===== src/rtl/fti_pkg.sv =====
package fti_pkg;

    typedef enum logic [1:0] {
        CLS_NORM = 2'd0,
        CLS_ZERO = 2'd1,
        CLS_NAN  = 2'd2,
        CLS_INF  = 2'd3
    } num_class_e;

    typedef enum logic [1:0] {
        RM_NEAR = 2'd0,
        RM_ZERO = 2'd1,
        RM_UP   = 2'd2,
        RM_DOWN = 2'd3
    } rmode_e;

    // which datapath decides the result
    typedef enum logic [1:0] {
        PATH_FIXED = 2'd0,
        PATH_SAT   = 2'd1,
        PATH_SHIFT = 2'd2
    } path_e;

endpackage


===== src/rtl/fti_classify.sv =====
module fti_classify
    import fti_pkg::*;
#(
    parameter int EXP_W = 12,
    parameter int INT_W = 32
) (
    input  logic [1:0]              cls,
    input  logic                    sign,
    input  logic signed [EXP_W-1:0] exp_in,
    input  logic [1:0]              rmode,
    output path_e                   path,
    output logic [INT_W-1:0]        fixed_val
);
    localparam int SAT_EXP = INT_W - 1;
    localparam logic [INT_W-1:0] ONE   = INT_W'(1);
    localparam logic [INT_W-1:0] MINUS = '1;

    logic [INT_W-1:0] small_val;

    // result for normal operands with magnitude below one
    always_comb begin
        small_val = '0;
        unique case (rmode_e'(rmode))
            RM_NEAR: small_val = (int'(exp_in) == -1) ? (sign ? MINUS : ONE) : '0;
            RM_ZERO: small_val = '0;
            RM_UP:   small_val = sign ? '0 : ONE;
            RM_DOWN: small_val = sign ? MINUS : '0;
            default: small_val = '0;
        endcase
    end

    always_comb begin
        path      = PATH_FIXED;
        fixed_val = '0;
        unique case (num_class_e'(cls))
            CLS_NORM: begin
                if (int'(exp_in) >= SAT_EXP) begin
                    path = PATH_SAT;
                end else if (int'(exp_in) < 0) begin
                    path      = PATH_FIXED;
                    fixed_val = small_val;
                end else begin
                    path = PATH_SHIFT;
                end
            end
            CLS_ZERO: begin
                path      = PATH_FIXED;
                fixed_val = '0;
            end
            default: path = PATH_SAT;
        endcase
    end
endmodule


===== src/rtl/fti_align.sv =====
module fti_align #(
    parameter int EXP_W  = 12,
    parameter int MANT_W = 56,
    parameter int INT_W  = 32
) (
    input  logic [MANT_W-1:0]       mant,
    input  logic signed [EXP_W-1:0] exp_in,
    output logic [INT_W:0]          mag,
    output logic                    any_drop,
    output logic                    top_drop
);
    localparam int HID  = MANT_W - 1;
    localparam int SH_W = $clog2(MANT_W + 1);
    localparam int MAXE = INT_W - 2;

    logic [SH_W-1:0]   sh;
    logic [MANT_W-1:0] drop_mask;
    logic [MANT_W-1:0] shifted;

    // shift distance, clamped outside the in-range window
    always_comb begin
        if (int'(exp_in) >= 0 && int'(exp_in) <= MAXE)
            sh = SH_W'(HID - int'(exp_in));
        else
            sh = SH_W'(HID);
    end

    // one mask bit per mantissa position below the binary point
    for (genvar i = 0; i < MANT_W; i++) begin : g_mask
        assign drop_mask[i] = (SH_W'(i) < sh);
    end

    assign shifted  = mant >> sh;
    assign mag      = shifted[INT_W:0];
    assign any_drop = |(mant & drop_mask);
    assign top_drop = (sh != '0) ? mant[sh - 1'b1] : 1'b0;
endmodule


===== src/rtl/fti_round.sv =====
module fti_round
    import fti_pkg::*;
(
    input  logic [1:0] rmode,
    input  logic       sign,
    input  logic       any_drop,
    input  logic       top_drop,
    output logic       inc
);
    always_comb begin
        unique case (rmode_e'(rmode))
            RM_NEAR: inc = any_drop & top_drop;
            RM_ZERO: inc = 1'b0;
            RM_UP:   inc = any_drop & ~sign;
            RM_DOWN: inc = any_drop & sign;
            default: inc = 1'b0;
        endcase
    end
endmodule


===== src/rtl/fti_conv.sv =====
module fti_conv
    import fti_pkg::*;
#(
    parameter int EXP_W  = 12,
    parameter int MANT_W = 56,
    parameter int INT_W  = 32
) (
    input  logic                    clk,
    input  logic                    rst_n,
    input  logic                    in_valid,
    input  logic [1:0]              in_class,
    input  logic                    in_sign,
    input  logic signed [EXP_W-1:0] in_exp,
    input  logic [MANT_W-1:0]       in_mant,
    input  logic [1:0]              in_rmode,
    output logic                    out_valid,
    output logic [INT_W-1:0]        out_int
);
    localparam logic [INT_W-1:0] POS_LIM = {1'b0, {(INT_W-1){1'b1}}};
    localparam logic [INT_W-1:0] NEG_LIM = {1'b1, {(INT_W-1){1'b0}}};

    typedef struct packed {
        logic             valid;
        logic [INT_W-1:0] result;
    } out_state_t;

    out_state_t state_d, state_q;

    path_e            path;
    logic [INT_W-1:0] fixed_val;
    logic [INT_W:0]   mag_raw;
    logic             any_drop;
    logic             top_drop;
    logic             inc;
    logic [INT_W:0]   mag_rnd;
    logic [INT_W-1:0] sat_val;
    logic [INT_W-1:0] conv_val;

    fti_classify #(.EXP_W(EXP_W), .INT_W(INT_W)) u_classify (
        .cls       (in_class),
        .sign      (in_sign),
        .exp_in    (in_exp),
        .rmode     (in_rmode),
        .path      (path),
        .fixed_val (fixed_val)
    );

    fti_align #(.EXP_W(EXP_W), .MANT_W(MANT_W), .INT_W(INT_W)) u_align (
        .mant     (in_mant),
        .exp_in   (in_exp),
        .mag      (mag_raw),
        .any_drop (any_drop),
        .top_drop (top_drop)
    );

    fti_round u_round (
        .rmode    (in_rmode),
        .sign     (in_sign),
        .any_drop (any_drop),
        .top_drop (top_drop),
        .inc      (inc)
    );

    always_comb begin
        sat_val = in_sign ? NEG_LIM : POS_LIM;
        mag_rnd = mag_raw + {{INT_W{1'b0}}, inc};
        unique case (path)
            PATH_FIXED: conv_val = fixed_val;
            PATH_SAT:   conv_val = sat_val;
            default: begin
                if (mag_rnd[INT_W] | mag_rnd[INT_W-1])
                    conv_val = sat_val;
                else if (in_sign)
                    conv_val = ~mag_rnd[INT_W-1:0] + 1'b1;
                else
                    conv_val = mag_rnd[INT_W-1:0];
            end
        endcase

        state_d.valid  = in_valid;
        state_d.result = in_valid ? conv_val : state_q.result;
    end

    always_ff @(posedge clk) begin
        if (!rst_n) state_q <= '0;
        else        state_q <= state_d;
    end

    assign out_valid = state_q.valid;
    assign out_int   = state_q.result;
endmodule


===== config.mk =====
export PLATFORM = sky130hd
export DESIGN_NAME = fti_conv
export DESIGN_NICKNAME = d
export VERILOG_FILES = /design/src/rtl/fti_pkg.sv /design/src/rtl/fti_classify.sv /design/src/rtl/fti_align.sv /design/src/rtl/fti_round.sv /design/src/rtl/fti_conv.sv
export SDC_FILE = /design/constraint.sdc
export NUM_CORES = 1
export LEC_CHECK = 0
export BUFFER_PORTS_ARGS = -buffer_cell sky130_fd_sc_hd__clkbuf_2
export CELL_PAD_IN_SITES_DETAIL_PLACEMENT = 1
export CELL_PAD_IN_SITES_GLOBAL_PLACEMENT = 1
export CORE_MARGIN = 1
export CORE_UTILIZATION = 25
export CTS_BUF_LIST = sky130_fd_sc_hd__clkbuf_8
export DETAILED_ROUTE_END_ITERATION = 8
export PLACE_DENSITY = 0.54
export SLEW_MARGIN = 20
export SYNTH_ARGS = -nofsm -noshare
export SYNTH_HDL_FRONTEND = slang
export SYNTH_SLANG_ARGS = --single-unit

===== constraint.sdc =====
create_clock -name clk -period 10.2 [get_ports clk]
set_input_delay 1.02 -clock clk [delete_from_list [all_inputs] [get_ports clk]]
set_output_delay 1.02 -clock clk [all_outputs]
set_load 0.03 [all_outputs]

**Yosys cells after proc, flatten, opt, wreduce, memory -nomap -nowiden**

Index checks and enable logic that the tools add are counted.

- Bits in registers: 33
- Input port bits: 76
- Output and inout bits: 33

- Add/sub/neg operators: 4
- Order comparisons: 61
- Equality and inequality tests: 6
- Shifts and indexed selects: 1
- Muxes and demuxes: 20
- Bitwise logic cells: 7
- Reductions and logical operators: 6

Operator list:

| operator | count |
|---|---|
| $mux W32 | 9 |
| $lt A6 B6 Y1 const A | 24 |
| $pmux W32 S4 | 1 |
| $lt A5 B6 Y1 const A | 16 |
| $pmux W32 S2 | 1 |
| $and A56 B56 Y56 | 1 |
| $reduce_or A56 Y1 | 1 |
| $shr A56 B6 Y33 | 1 |
| $lt A4 B6 Y1 const A | 8 |
| $add A33 B1 Y33 | 1 |
| $add A32 B1 Y32 const B | 1 |
| $not A32 Y32 | 1 |
| $lt A3 B6 Y1 const A | 4 |
| $eq A12 B1 Y1 const B | 1 |
| $ge A12 B1 Y1 const B | 1 |
| $ge A12 B6 Y1 const B | 1 |
| $le A12 B6 Y1 const B | 1 |
| $lt A1 B6 Y1 const A | 2 |
| $lt A12 B1 Y1 const B | 1 |
| $lt A2 B6 Y1 const A | 2 |
| $lt A6 B7 Y1 const B | 1 |
| $bmux W1 S6 | 1 |
| $eq A2 B1 Y1 const B | 3 |
| $logic_not A2 Y1 | 3 |
| 13 further kinds | 19 |

**Longest topological paths before layout**

- Word-level depth: 15
- Gate-level depth with buffers: 32
- Mapped depth without buffers: 26

**Cells and area by module**

A second synthesis with hierarchy kept.

- Cell total of the unflattened synthesis: 1420
- Area, all modules: 9984.6 um^2

Modules (own cells, without submodules):

| module | instances | cells an instance | area each (um^2) |
|---|---|---|---|
| fti_align | 1 | 843 | 5875.6 |
| fti_conv | 1 | 522 | 3727.3 |
| fti_classify | 1 | 50 | 346.6 |
| fti_round | 1 | 5 | 35.0 |

**Worst setup path before layout**

Ideal clock, no wire load.

- Path type: input to register
- Start point: in in_exp[9]
- End point: reg state_q (netlist bit out_int[23])
- Library setup time: 0.060 ns
- Arrival time: 7.456 ns
- Setup slack: 2.683 ns
- Stages on the path: 31
- Buffers on the path: 7
- Path through: or4_1 > buf_6 > nor4_4 > buf_2 > buf_1 > ha_1 > clkbuf_1 > clkbuf_1 > a21oi_1 > a221oi_1 > a21oi_1 > nor3b_1 > a21oi_1 > a31oi_1 > a32oi_1 > nor2_1 > ha_1 > ha_1 > inv_1 > nor3_1 > nand4_1 > nor4_1 > xnor2_1 > o211ai_1 > nand4bb_1 > buf_2 > or3_1 > buf_2 > or4_1 > a41oi_1 > o221a_1

- Longest elaborated chain between the ends: 15

RTL lines:

| what | RTL line | text |
|---|---|---|
| start: declaration | fti_conv.sv:13 | `input logic signed [EXP_W-1:0] in_exp,` |
| $ge A12 B1 Y1 or $le A12 B6 Y1 (tied branches) | fti_align.sv:22 | `if (int'(exp_in) >= 0 && int'(exp_in) <= MAXE)` |
| $logic_and A1 B1 Y1 | fti_align.sv:22 |  |
| $mux W6 | fti_align.sv:22 |  |
| $sub A6 B1 Y6 | fti_align.sv:36 | `assign top_drop = (sh != '0) ? mant[sh - 1'b1] : 1'b0;` |
| $bmux W1 S6 | fti_align.sv:36 |  |
| $mux W1 (not written as such) | fti_align.sv:36 |  |
| $mux W1 | fti_align.sv:36 |  |
| $and A1 B1 Y1 | fti_round.sv:12 | `RM_NEAR: inc = any_drop & top_drop;` |
| $pmux W1 S4 | fti_round.sv:11 | `unique case (rmode_e'(rmode))` |
| $add A33 B1 Y33 | fti_conv.sv:66 | `mag_rnd = mag_raw + {{INT_W{1'b0}}, inc};` |
| $not A32 Y32 | fti_conv.sv:74 | `conv_val = ~mag_rnd[INT_W-1:0] + 1'b1;` |
| $add A32 B1 Y32 | fti_conv.sv:74 |  |
| $mux W32 | fti_conv.sv:73 | `else if (in_sign)` |
| $mux W32 | fti_conv.sv:71 | `if (mag_rnd[INT_W] \| mag_rnd[INT_W-1])` |
| $pmux W32 S2 * | fti_conv.sv:67 | `unique case (path)` |
| end signal: assignment | fti_conv.sv:86 | `else state_q <= state_d;` |
| end: declaration | fti_conv.sv:27 | `out_state_t state_d, state_q;` |

Every way passes the cells marked *; elsewhere a longest branch is shown, timed or not. The select of a mux whose other input is x is not followed.
A chain may end at the register's enable or synchronous reset.

**Worst setup path after layout**

- Start point: in in_exp[5]
- End point: reg state_q (netlist bit out_int[23])

The elaborated chain is that of the path after synthesis.

==> results_dict.tcl <==
set metrics [dict create \
    drt_wl_total_um 72600 \
    critPathLaunchType "input pin" \
    crit_start "in_exp[5]" \
    drc_errors 0 \
    worst_slack_ps 1330 \
    finClkSkew_ps 0 \
    cp_top_family "simple AND/OR/NAND/NOR gates" \
    power.switching_uw 321 \
    synthTopCellsByArea "dfxtp_1 (6.1%), o21ai_0 (6.1%), a21oi_1 (5.3%), nand2_1 (4.6%), nand3_1 (4.5%)" \
    die_h_um 210 \
    regToRegSetupSlack_ps 8860 \
    hold_viol 0 \
    power_frac_seq_pct 22.4 \
    clock-root-buffer "clkbuf_8" \
    final_antenna_net_count 0 \
    path_depth 20 \
    synth_edf_count 0 \
    dr_total_vias 15810 \
    post_cts_buffers 0 \
    combPwrFrac_pct 57.4 \
    hpwlAfterDp_um 54500 \
    period_needed_ps 8870 \
    cp-end-kind "register" \
    fillerInstances 5410 \
    cts_buffers 5 \
    timing.critical_path.slowest_cell_delay_ps 1040 \
    async_flop_share_pct 0 \
    synthFlopType "dfxtp_1" \
    grt_pass1_vias 15278 \
    holdBufCountCts 0 \
    min_path_cells 2 \
    numPortBuffers 108 \
    p_leak_uw 0.00391 \
    crit_slowest_cell "or4_2" \
    period_share_pct 87.0 \
    synth_xor_area_share_pct 3.72 \
    gp_congestion 1.04 \
    antenna_found_initial 2 \
    syn_inst 1629 \
    yosysUniqueCellTypes 99 \
    regToRegStartpoint "out_int[27]" \
    multi_input_area_mm2 0.00937 \
    critPathBufInv 2 \
    relSlewSlack_pct 16.7 \
    clk_pin_slew_ps 70 \
    mappedNetlistNets 1712 \
    critPathCapture "out_int[23]" \
    grt_max_degree 58 \
    finalSetupViolations 0 \
    ys_seq_elements 33 \
    status "complete, no violations" \
    cp_cell_sequence "clkbuf_2, or4_2, nor3_2, a21oi_1, a211oi_2, o2111ai_1, a211o_1, nor3b_1, ha_1, inv_1, nor3_1, nand4_1, nor4_1, xnor2_1, o211ai_1, nand4bb_1, or3_1, or4_1, a41oi_1, o221a_1" \
    fin_setup_tns_ps 0 \
    detail_route.iter0.violations 2081 \
    cp_max_fo 21 \
    io_pins 109 \
    synth_mux_area_share_pct 4.69 \
    synth_top_area_cell "dfxtp_1" \
    drt-wirelength-per-cell_um 32.6 \
    synth_compound_area_share_pct 44.1 \
    dieArea_mm2 0.0442 \
    cts_tree "yes" \
    start_util_pct 25.6 \
    core_mm2 0.0423 \
    grt_overflow 0 \
    synth.avg_cell_area_um2 6.65 \
    crit_type "input pin to register" \
    synth_top_family_by_area "compound AO/OA/AOI/OAI gates" \
    yosysSeqAreaShare_pct 6.10 \
    clk_path_buf_depth 2 \
    crit_required_ps 10440 \
    vias_per_cell 7.10 \
    fp-row-count 75 \
    numClockSinks 33 \
    drv_cap 0 \
    power_density_mw_per_mm2 52.9 \
    pwr-share-clk_pct 20.2 \
    ff_latch_area_um2 661 \
    dieWidth_um 210 \
    yosys_warnings 0 \
    place_ws_ps 1350 \
    htreeDepth 2 \
    grt_pass1_wl_um 105000 \
    slew_viol_final 0 \
    drt-pass1-iter-count 6 \
    yosys.area_share.adder_pct 0.808 \
    syn-cell-area_mm2 0.0108 \
    reg2reg_depth 5 \
    synth_top_area_share_pct 6.10 \
    ir_worst_vdd_v 0.0000483 \
    clk_latency_ps 290 \
    fmax_mhz 113 \
    synth-simple-area-share_pct 32.7 \
    rsz0062_at_grt "false" \
    nets 1731 \
    worst_pin_slew_ps 1240 \
    hp-class "register to register" \
    syn2layout_area_growth_pct 11.1 \
    track_usage_pct 31.7 \
    antenna_cells 0 \
    post_cts_resized 0 \
    arrival_ps 9120 \
    regToRegEndpoint "out_int[27]" \
    drive_gt1_share_pct 15.4 \
    netSwitchingFraction_pct 50.3 \
    intPower_uw 316 \
]
cells in the final DEF (no fill, tap or decap), drive strengths merged, types with 13 or more instances in the layout:
cell type,synthesis,routed
o21ai,136,136
nand2,135,135
a21oi,115,115
clkbuf,92,113
nor2,102,102
nand3,97,97
buf,68,65
nor3,63,63
nand4,55,55
a211oi,50,50
nor4,42,42
inv,35,36
xnor2,33,33
dfxtp,33,33
a211o,29,29
mux2i,26,26
and3,24,24
a22oi,24,24
a31oi,24,24
a221oi,23,23
o2111ai,20,20
and2,20,20
or3,19,19
a2111oi,19,19
o211ai,18,18
and4,17,17
o22ai,16,16
o32ai,16,16
o41ai,15,15
a32oi,14,14
a41oi,13,13
xor2,13,13
tightest hold or removal path, delay by kind of cell (launching register included):
kind,cells,cell delay (ps)
flops,1,320
compound gates,2,170
per-stage QoR:
stage                     hold WS [ps]  cells  utilization [%]  total power [uW]  cell area, um^2
after global placement             478   2218             28.1               490            11900
after CTS                          534   2226             28.4               620            12000
after floorplan                    644   1629                -               348            10800
after detailed placement           515   2218             28.1               491            11900
after global routing               555   2226             28.4               653            12000
final                              528   2226             28.4               637            12000
how the worst min path moves through the flow:
stage                           start     endpoint
final                      out_int[3]   out_int[3]
after global placement    out_int[14]  out_int[14]
after global routing       out_int[3]   out_int[3]
after detailed placement   out_int[3]   out_int[3]
after CTS                  out_int[3]   out_int[3]
after floorplan           out_int[14]  out_int[14]
power groups by stage:
stage	Clock, uW	Sequential [uW]	Combinational (uW)
6_report	129	143	366
5_1_grt	134	143	375
3_5_place_dp	0	146	345
2_1_floorplan	0	162	186
4_1_cts	130	143	347
3_3_place_gp	0	145	345
metal layers:
metal,vias up,share of wire (%),track usage [%]
li1,6612,-,-
met1,7711,41,42.5
met2,1186,40,45.7
met3,297,13,9.18
met4,4,5.8,16.2
met5,-,0.041,0
cell families after synthesis:
| family | Yosys count |
|---|---|
| multiplexers | 41 |
| flip-flops | 33 |
| AND/OR/NAND/NOR | 643 |
| AO/OA/AOI/OAI | 662 |
| XOR/XNOR | 46 |
| buffers and inverters | 197 |
| adder cells (fa/ha/maj) | 7 |
state kept, by name, indices dropped and copies added, names as in the netlist:
register and count:
out_valid 1, out_int 32
layout make-up:
class / instances / area share (%)
repair buffers: 172 / 8.50
well taps: 577 / 6.00
inverters: 37 / 1.15
clock inverters: 2 / 0.281
flip-flops and latches: 33 / 5.49
multi-input cells: 1399 / 77.9
clock buffers: 6 / 0.686
synthesized netlist by cell type (26+ instances only):
library cell	number
clkbuf_1	92
a211o_1	29
nand4_1	52
nand2_1	134
o21ai_0	132
nor2_1	102
a21oi_1	115
inv_1	34
nand3_1	97
mux2i_1	26
a211oi_1	48
xnor2_1	33
nor4_1	31
nor3_1	60
dfxtp_1	33
buf_2	41
No activity file was read; power rests on OpenSTA's default activity.
